==> src/rtl/bd_pkg.sv <==
package bd_pkg;

  typedef enum logic [1:0] {
    ST_IDLE  = 2'd0,
    ST_RUN   = 2'd1,
    ST_DRAIN = 2'd2
  } bd_state_e;

  // register cost of one whole block
  function automatic int unsigned block_regs(input int unsigned bx, input int unsigned by,
                                             input int unsigned bz, input int unsigned rpt);
    return bx * by * bz * rpt;
  endfunction

  // does a block of this cost fit in the given free room
  function automatic logic room_fits(input int unsigned free_r, input int unsigned need_r,
                                     input int unsigned free_s, input int unsigned need_s);
    return (free_r >= need_r) && (free_s >= need_s);
  endfunction

endpackage

==> src/rtl/bd_core_ledger.sv <==
module bd_core_ledger #(
  parameter int NEED_W    = 18,
  parameter int SHM_W     = 10,
  parameter int OUT_W     = 13,
  parameter int CORE_REGS = 1024,
  parameter int CORE_SHM  = 512
) (
  input  logic              clk,
  input  logic              rst_n,
  input  logic              take,
  input  logic              give,
  input  logic [NEED_W-1:0] need_regs,
  input  logic [SHM_W-1:0]  need_shm,
  output logic [NEED_W-1:0] free_regs,
  output logic [SHM_W-1:0]  free_shm,
  output logic              fits,
  output logic              ret_ok,
  output logic              empty
);
  localparam logic [NEED_W-1:0] REGS_FULL = NEED_W'(CORE_REGS);
  localparam logic [SHM_W-1:0]  SHM_FULL  = SHM_W'(CORE_SHM);

  logic [OUT_W-1:0]  outstanding;
  logic [NEED_W-1:0] regs_dn, regs_up;
  logic [SHM_W-1:0]  shm_dn, shm_up;

  assign empty  = (outstanding == '0);
  assign ret_ok = give && !empty;
  assign fits   = bd_pkg::room_fits(int'(free_regs), int'(need_regs),
                                    int'(free_shm), int'(need_shm));

  assign regs_dn = take   ? need_regs : '0;
  assign regs_up = ret_ok ? need_regs : '0;
  assign shm_dn  = take   ? need_shm  : '0;
  assign shm_up  = ret_ok ? need_shm  : '0;

  always_ff @(posedge clk or negedge rst_n) begin
    if (!rst_n) begin
      free_regs   <= REGS_FULL;
      free_shm    <= SHM_FULL;
      outstanding <= '0;
    end else begin
      free_regs <= free_regs - regs_dn + regs_up;
      free_shm  <= free_shm - shm_dn + shm_up;
      case ({take, ret_ok})
        2'b10:   outstanding <= outstanding + 1'b1;
        2'b01:   outstanding <= outstanding - 1'b1;
        default: outstanding <= outstanding;
      endcase
    end
  end
endmodule

==> src/rtl/bd_pick.sv <==
module bd_pick #(
  parameter int NUM_CORES = 4,
  parameter int CIDX_W    = 2
) (
  input  logic [NUM_CORES-1:0] req,
  output logic [NUM_CORES-1:0] grant,
  output logic [CIDX_W-1:0]    idx,
  output logic                 any
);
  always_comb begin
    grant = '0;
    idx   = '0;
    for (int i = NUM_CORES - 1; i >= 0; i--) begin
      if (req[i]) begin
        grant    = '0;
        grant[i] = 1'b1;
        idx      = CIDX_W'(i);
      end
    end
  end
  assign any = |req;
endmodule

==> src/rtl/bd_id_walker.sv <==
module bd_id_walker #(
  parameter int GDIM_W = 4
) (
  input  logic              clk,
  input  logic              rst_n,
  input  logic              clear,
  input  logic              step,
  input  logic [GDIM_W-1:0] gx,
  input  logic [GDIM_W-1:0] gy,
  input  logic [GDIM_W-1:0] gz,
  output logic [GDIM_W-1:0] ix,
  output logic [GDIM_W-1:0] iy,
  output logic [GDIM_W-1:0] iz,
  output logic              last
);
  logic x_end, y_end, z_end;

  assign x_end = (ix == gx - 1'b1);
  assign y_end = (iy == gy - 1'b1);
  assign z_end = (iz == gz - 1'b1);
  assign last  = x_end && y_end && z_end;

  always_ff @(posedge clk or negedge rst_n) begin
    if (!rst_n) begin
      ix <= '0;
      iy <= '0;
      iz <= '0;
    end else if (clear) begin
      ix <= '0;
      iy <= '0;
      iz <= '0;
    end else if (step) begin
      if (!x_end) begin
        ix <= ix + 1'b1;
      end else begin
        ix <= '0;
        if (!y_end) begin
          iy <= iy + 1'b1;
        end else begin
          iy <= '0;
          iz <= z_end ? '0 : iz + 1'b1;
        end
      end
    end
  end
endmodule

==> src/rtl/bd_dispatcher.sv <==
module bd_dispatcher #(
  parameter int NUM_CORES = 4,
  parameter int GDIM_W    = 4,
  parameter int BDIM_W    = 4,
  parameter int RPT_W     = 6,
  parameter int SHM_W     = 10,
  parameter int CORE_REGS = 1024,
  parameter int CORE_SHM  = 512,
  localparam int CIDX_W   = (NUM_CORES > 1) ? $clog2(NUM_CORES) : 1,
  localparam int NEED_W   = 3 * BDIM_W + RPT_W,
  localparam int OUT_W    = 3 * GDIM_W + 1
) (
  input  logic                 clk,
  input  logic                 rst_n,
  input  logic                 launch_valid,
  input  logic [GDIM_W-1:0]    grid_x,
  input  logic [GDIM_W-1:0]    grid_y,
  input  logic [GDIM_W-1:0]    grid_z,
  input  logic [BDIM_W-1:0]    blk_x,
  input  logic [BDIM_W-1:0]    blk_y,
  input  logic [BDIM_W-1:0]    blk_z,
  input  logic [RPT_W-1:0]     regs_per_thread,
  input  logic [SHM_W-1:0]     shm_per_block,
  input  logic [NUM_CORES-1:0] core_done,
  output logic                 busy,
  output logic                 launch_error,
  output logic                 disp_valid,
  output logic [CIDX_W-1:0]    disp_core,
  output logic [GDIM_W-1:0]    disp_bx,
  output logic [GDIM_W-1:0]    disp_by,
  output logic [GDIM_W-1:0]    disp_bz,
  output logic                 launch_done
);
  import bd_pkg::*;

  bd_state_e state;
  logic [GDIM_W-1:0] gx_q, gy_q, gz_q;
  logic [NEED_W-1:0] need_regs_q, need_regs_in;
  logic [SHM_W-1:0]  need_shm_q;
  logic              err_q;
  logic              dims_ok, launch_ok, id_last, all_idle, any_fit;

  logic [NUM_CORES-1:0]             fit_vec, grant, take, ret_vec, idle_vec;
  logic [NUM_CORES-1:0][NEED_W-1:0] free_regs;
  logic [NUM_CORES-1:0][SHM_W-1:0]  free_shm;

  assign need_regs_in = NEED_W'(block_regs(int'(blk_x), int'(blk_y), int'(blk_z),
                                           int'(regs_per_thread)));
  assign dims_ok   = (grid_x != '0) && (grid_y != '0) && (grid_z != '0) &&
                     (blk_x != '0) && (blk_y != '0) && (blk_z != '0);
  assign launch_ok = dims_ok && room_fits(CORE_REGS, int'(need_regs_in),
                                          CORE_SHM, int'(shm_per_block));

  assign busy         = (state != ST_IDLE);
  assign launch_error = err_q;
  assign disp_valid   = (state == ST_RUN) && any_fit;
  assign all_idle     = &idle_vec;
  assign launch_done  = (state == ST_DRAIN) && all_idle;
  assign take         = disp_valid ? grant : '0;

  always_ff @(posedge clk or negedge rst_n) begin
    if (!rst_n) begin
      state       <= ST_IDLE;
      err_q       <= 1'b0;
      gx_q        <= '0;
      gy_q        <= '0;
      gz_q        <= '0;
      need_regs_q <= '0;
      need_shm_q  <= '0;
    end else begin
      err_q <= 1'b0;
      case (state)
        ST_IDLE: begin
          if (launch_valid) begin
            if (launch_ok) begin
              gx_q        <= grid_x;
              gy_q        <= grid_y;
              gz_q        <= grid_z;
              need_regs_q <= need_regs_in;
              need_shm_q  <= shm_per_block;
              state       <= ST_RUN;
            end else begin
              err_q <= 1'b1;
            end
          end
        end
        ST_RUN:   if (disp_valid && id_last) state <= ST_DRAIN;
        ST_DRAIN: if (all_idle) state <= ST_IDLE;
        default:  state <= ST_IDLE;
      endcase
    end
  end

  for (genvar c = 0; c < NUM_CORES; c++) begin : g_core
    bd_core_ledger #(
      .NEED_W(NEED_W), .SHM_W(SHM_W), .OUT_W(OUT_W),
      .CORE_REGS(CORE_REGS), .CORE_SHM(CORE_SHM)
    ) u_ledger (
      .clk(clk), .rst_n(rst_n),
      .take(take[c]), .give(core_done[c]),
      .need_regs(need_regs_q), .need_shm(need_shm_q),
      .free_regs(free_regs[c]), .free_shm(free_shm[c]),
      .fits(fit_vec[c]), .ret_ok(ret_vec[c]), .empty(idle_vec[c])
    );
  end

  bd_pick #(.NUM_CORES(NUM_CORES), .CIDX_W(CIDX_W)) u_pick (
    .req(fit_vec), .grant(grant), .idx(disp_core), .any(any_fit)
  );

  bd_id_walker #(.GDIM_W(GDIM_W)) u_walk (
    .clk(clk), .rst_n(rst_n),
    .clear(state == ST_IDLE), .step(disp_valid),
    .gx(gx_q), .gy(gy_q), .gz(gz_q),
    .ix(disp_bx), .iy(disp_by), .iz(disp_bz), .last(id_last)
  );
endmodule

==> config.mk <==
export PLATFORM = sky130hd
export DESIGN_NAME = bd_dispatcher
export DESIGN_NICKNAME = d
export VERILOG_FILES = /design/src/rtl/bd_pkg.sv /design/src/rtl/bd_core_ledger.sv /design/src/rtl/bd_pick.sv /design/src/rtl/bd_id_walker.sv /design/src/rtl/bd_dispatcher.sv
export SDC_FILE = /design/constraint.sdc
export NUM_CORES = 1
export LEC_CHECK = 0
export ABC_AREA = 1
export BUFFER_PORTS_ARGS = -buffer_cell sky130_fd_sc_hd__buf_2
export CORE_MARGIN = 2
export CORE_UTILIZATION = 38
export DETAILED_ROUTE_END_ITERATION = 16
export PLACE_DENSITY = 0.57
export SYNTH_ARGS = -nofsm -noshare
export SYNTH_HDL_FRONTEND = slang
export SYNTH_SLANG_ARGS = --single-unit
==> constraint.sdc <==
create_clock -name clk -period 7.4 [get_ports clk]
set_input_delay 0 -clock clk [delete_from_list [all_inputs] [get_ports clk]]
set_output_delay 0 -clock clk [all_outputs]
set_load 0.005 [all_outputs]
==> metrics.csv <==
stage,metric,value,unit
timing,skew,0.0155,ns
detailed_routing,drt_iter0_markers,1024,
detailed_routing,wl,65000,um
setup_path,r2r_end,g_core[3].u_ledger.free_regs[14],
timing,setup_viol,0,
final_layout,nets,3998,
synthesis,netlist_top_cells_area,"dfrtp_1 (21%), ha_1 (17%), fa_1 (13%), nand2_1 (10%), inv_1 (10%)",
setup_path,timing.rr.start,need_regs_q[15],
hold_path,hold_path.class,in -> async,
floorplanning,core_area,64300,um2
global_route,met3_usage,2.51,%
synthesis,yosys_warnings,0,
detailed_routing,wl_per_cell,15.0,um
synthesis,netlist_instances,3278,
synthesis,yosysUniqueCellTypes,47,
floorplanning,ioPinCount,65,
setup_path,crit_buf_inv,11,
synthesis,ys.flop_type,dfrtp_1,
detailed_routing,vias,20958,
clock_network,htreeDepth,1,
timing,period_share,98.4,%
run_status,status,finished clean,
final_layout,layout-drive-gt1-share,11.4,%
setup_path,cp_max_fo,7,
global_route,grt_pass1_vias,20979,
floorplanning,rows,93,
synthesis,ys_seq_area_share,22.2,%
clock_network,cts_tree,done,
setup_path,crit_path_top_delay_cell,fa_2,
placement,port_buffers,64,
floorplanning,die_width,259,um
clock_network,cts-root-buf,clkbuf_16,
synthesis,ys_async_sr_fraction,100,%
setup_path,reg2reg_slack,1.54,ns
setup_path,max_stage_delay,0.59,ns
timing,relSlewSlack,38.2,%
placement,hpwl,51000,um
clock_network,path_clk_slew,0.06,ns
global_route,grt_most_used_layer,met2,
setup_path,cp_top_family,adder cells,
detailed_routing,drc,0,
timing,fmax,0.137,GHz
global_route,use_met1,26.6,%
global_route,grt_pass1_wl,107000,um
setup_path,cp-end-kind,flop,
timing,fin_crit,7.28,ns
final_layout,multiInputGateArea,17000,um2
clock_network,clockBufferDepth,3,
final_layout,syn2layout_area_growth,15.5,%
setup_path,cp-start-kind,input port,
setup_path,cpMostUsedCell,fa_1,
timing,final_max_slew_viol_count,0,
setup_path,crit_end,gx_q[1],
global_route,grt_antenna_before_repair,0,
synthesis,synth_edf_count,0,
setup_path,cp-startpoint,blk_y[2],
setup_path,cp.arrival,7.74,ns
final_layout,antenna_cells,0,
floorplanning,dieArea,67000,um2
synthesis,synth.avg_cell_area,7.53,um2
global_route,grt_overflow,0,
clock_network,clock_sinks,219,
setup_path,r2r_cells,21,
synthesis,ys_seq_elements,219,
job,drv_cap,0,
final_layout,n_fill_cell,6572,
placement,place_area,26700,um2
detailed_routing,viasPerCell,4.84,
timing,fin_hold_ws,0.0288,ns
clock_network,clk_latency,0.58,ns
floorplanning,fp.dieH,259,um
final_layout,stdcell_area,28500,um2
timing,worstMarginPinSlew,0.927,ns
final_layout,seq_area,5490,um2
detailed_routing,drt_pass1_iterations,5,
synthesis,syn_nets,3822,
global_route,met2_usage,33.4,%
synthesis,synthDominantAreaCellType,dfrtp_1,
clock_network,cts-buffers-inserted,30,
synthesis,synth_top_area_share,21.4,%
detailed_routing,drtAntennaViolNets,0,
placement,gp_congestion,0.884,
timing,rsz0062_at_grt,true,
setup_path,worstPathRequired,7.86,ns
timing,final_hold_viol_count,0,
global_route,grt_max_degree,94,
floorplanning,start_util,38.4,%
synthesis,synth_area,24700,um2
setup_path,cp_num_cells,40,
setup_path,worstSetupPathType,in -> reg,
global_route,grtUsageTotal,19.6,%
[stage by stage]
step	TNS [ns]	utilization [%]	setup slack, ns	cells
CTS	0	43.3	0.0204	4322
detailed placement	-23.14	41.5	-0.574	4241
global route	-8.30	44.3	-0.229	4333
floorplan	0	-	0.00349	3278
finish	0	44.3	0.121	4333
global placement	-19.82	41.5	-0.492	4241
[flip-flops by register name, indices dropped and copies added, names as in the netlist]
name	count
u_walk.ix	4
u_walk.iz	4
launch_error	1
gx_q	4
g_core.u_ledger.outstanding	52
need_regs_q	18
u_walk.iy	4
gy_q	4
state	2
gz_q	4
g_core.u_ledger.free_regs	72
g_core.u_ledger.free_shm	40
need_shm_q	10
[cell usage in the layout, fill, tap and decap left out, types with 82 or more instances in the layout]
master	netlist	layout
nand3_1	117	115
dfrtp_1	211	211
a21oi_1	219	208
ha_1	332	322
xor2_1	97	94
o21ai_0	86	82
buf_4	0	84
nor2_1	318	298
nand2_1	677	629
inv_1	666	655
fa_1	165	164
[Yosys cell counts (7+ instances only)]
cell type,n
nand2_1,677
inv_1,666
ha_1,332
nor2_1,318
a21oi_1,219
dfrtp_1,211
fa_1,165
nand3_1,117
xor2_1,97
o21ai_0,86
nand4_1,59
xnor2_1,59
o21ai_1,37
nor3_1,23
inv_2,21
clkbuf_1,20
a21o_1,17
nand2_2,17
or2_2,17
nor4_1,12
o31ai_1,11
a31oi_1,8
dfstp_2,8
buf_2,7
buf_6,7
o2111ai_1,7
o21a_1,7
[area by class of cell]
cell class	count	share of cell area, %
multi-input combinational	2329	59.6
sequential	219	19.3
inverter	692	9.11
timing repair buffer	182	5.02
tap	855	3.75
clock buffer	47	3.07
clock inverter	9	0.176
[cells by family after synthesis]
| kind of cell | count (synthesis) | share of synthesized area [%] |
|---|---|---|
| xor+xnor | 158 | 5.71 |
| fa+ha+maj | 497 | 30.2 |
| flops | 219 | 22.2 |
| compound gates | 421 | 9.41 |
| buf+inv | 730 | 11.3 |
| simple gates | 1253 | 21.1 |
[per-layer routing]
layer,up-vias,wire length [um]
met5,-,0
li1,10675,-
met2,324,30500
met1,9887,30300
met4,0,1330
met3,72,2810
[worst min path at each step]
stage,from,to,slack [ns]
after floorplan,rst_n,g_core[0].u_ledger.free_regs[0],-0.30
after global placement,rst_n,u_walk.iz[3],0.09
after detailed placement,rst_n,u_walk.iz[3],0.08
after CTS,core_done[0],g_core[0].u_ledger.free_regs[0],0.007
after global routing,launch_valid,launch_error,0.08
final,rst_n,u_walk.iz[0],0.03
[repair_timing]
item,4_1_cts,5_1_grt
hold buffers,25,0
hold endpoints to repair,115,0
gates resized for setup,0,139
setup endpoints to repair,0,42
buffers inserted,0,7
Power is left out: the tool's default activity adds up to more than one toggle a clock period on the data nets, which glitch-free logic cannot reach.
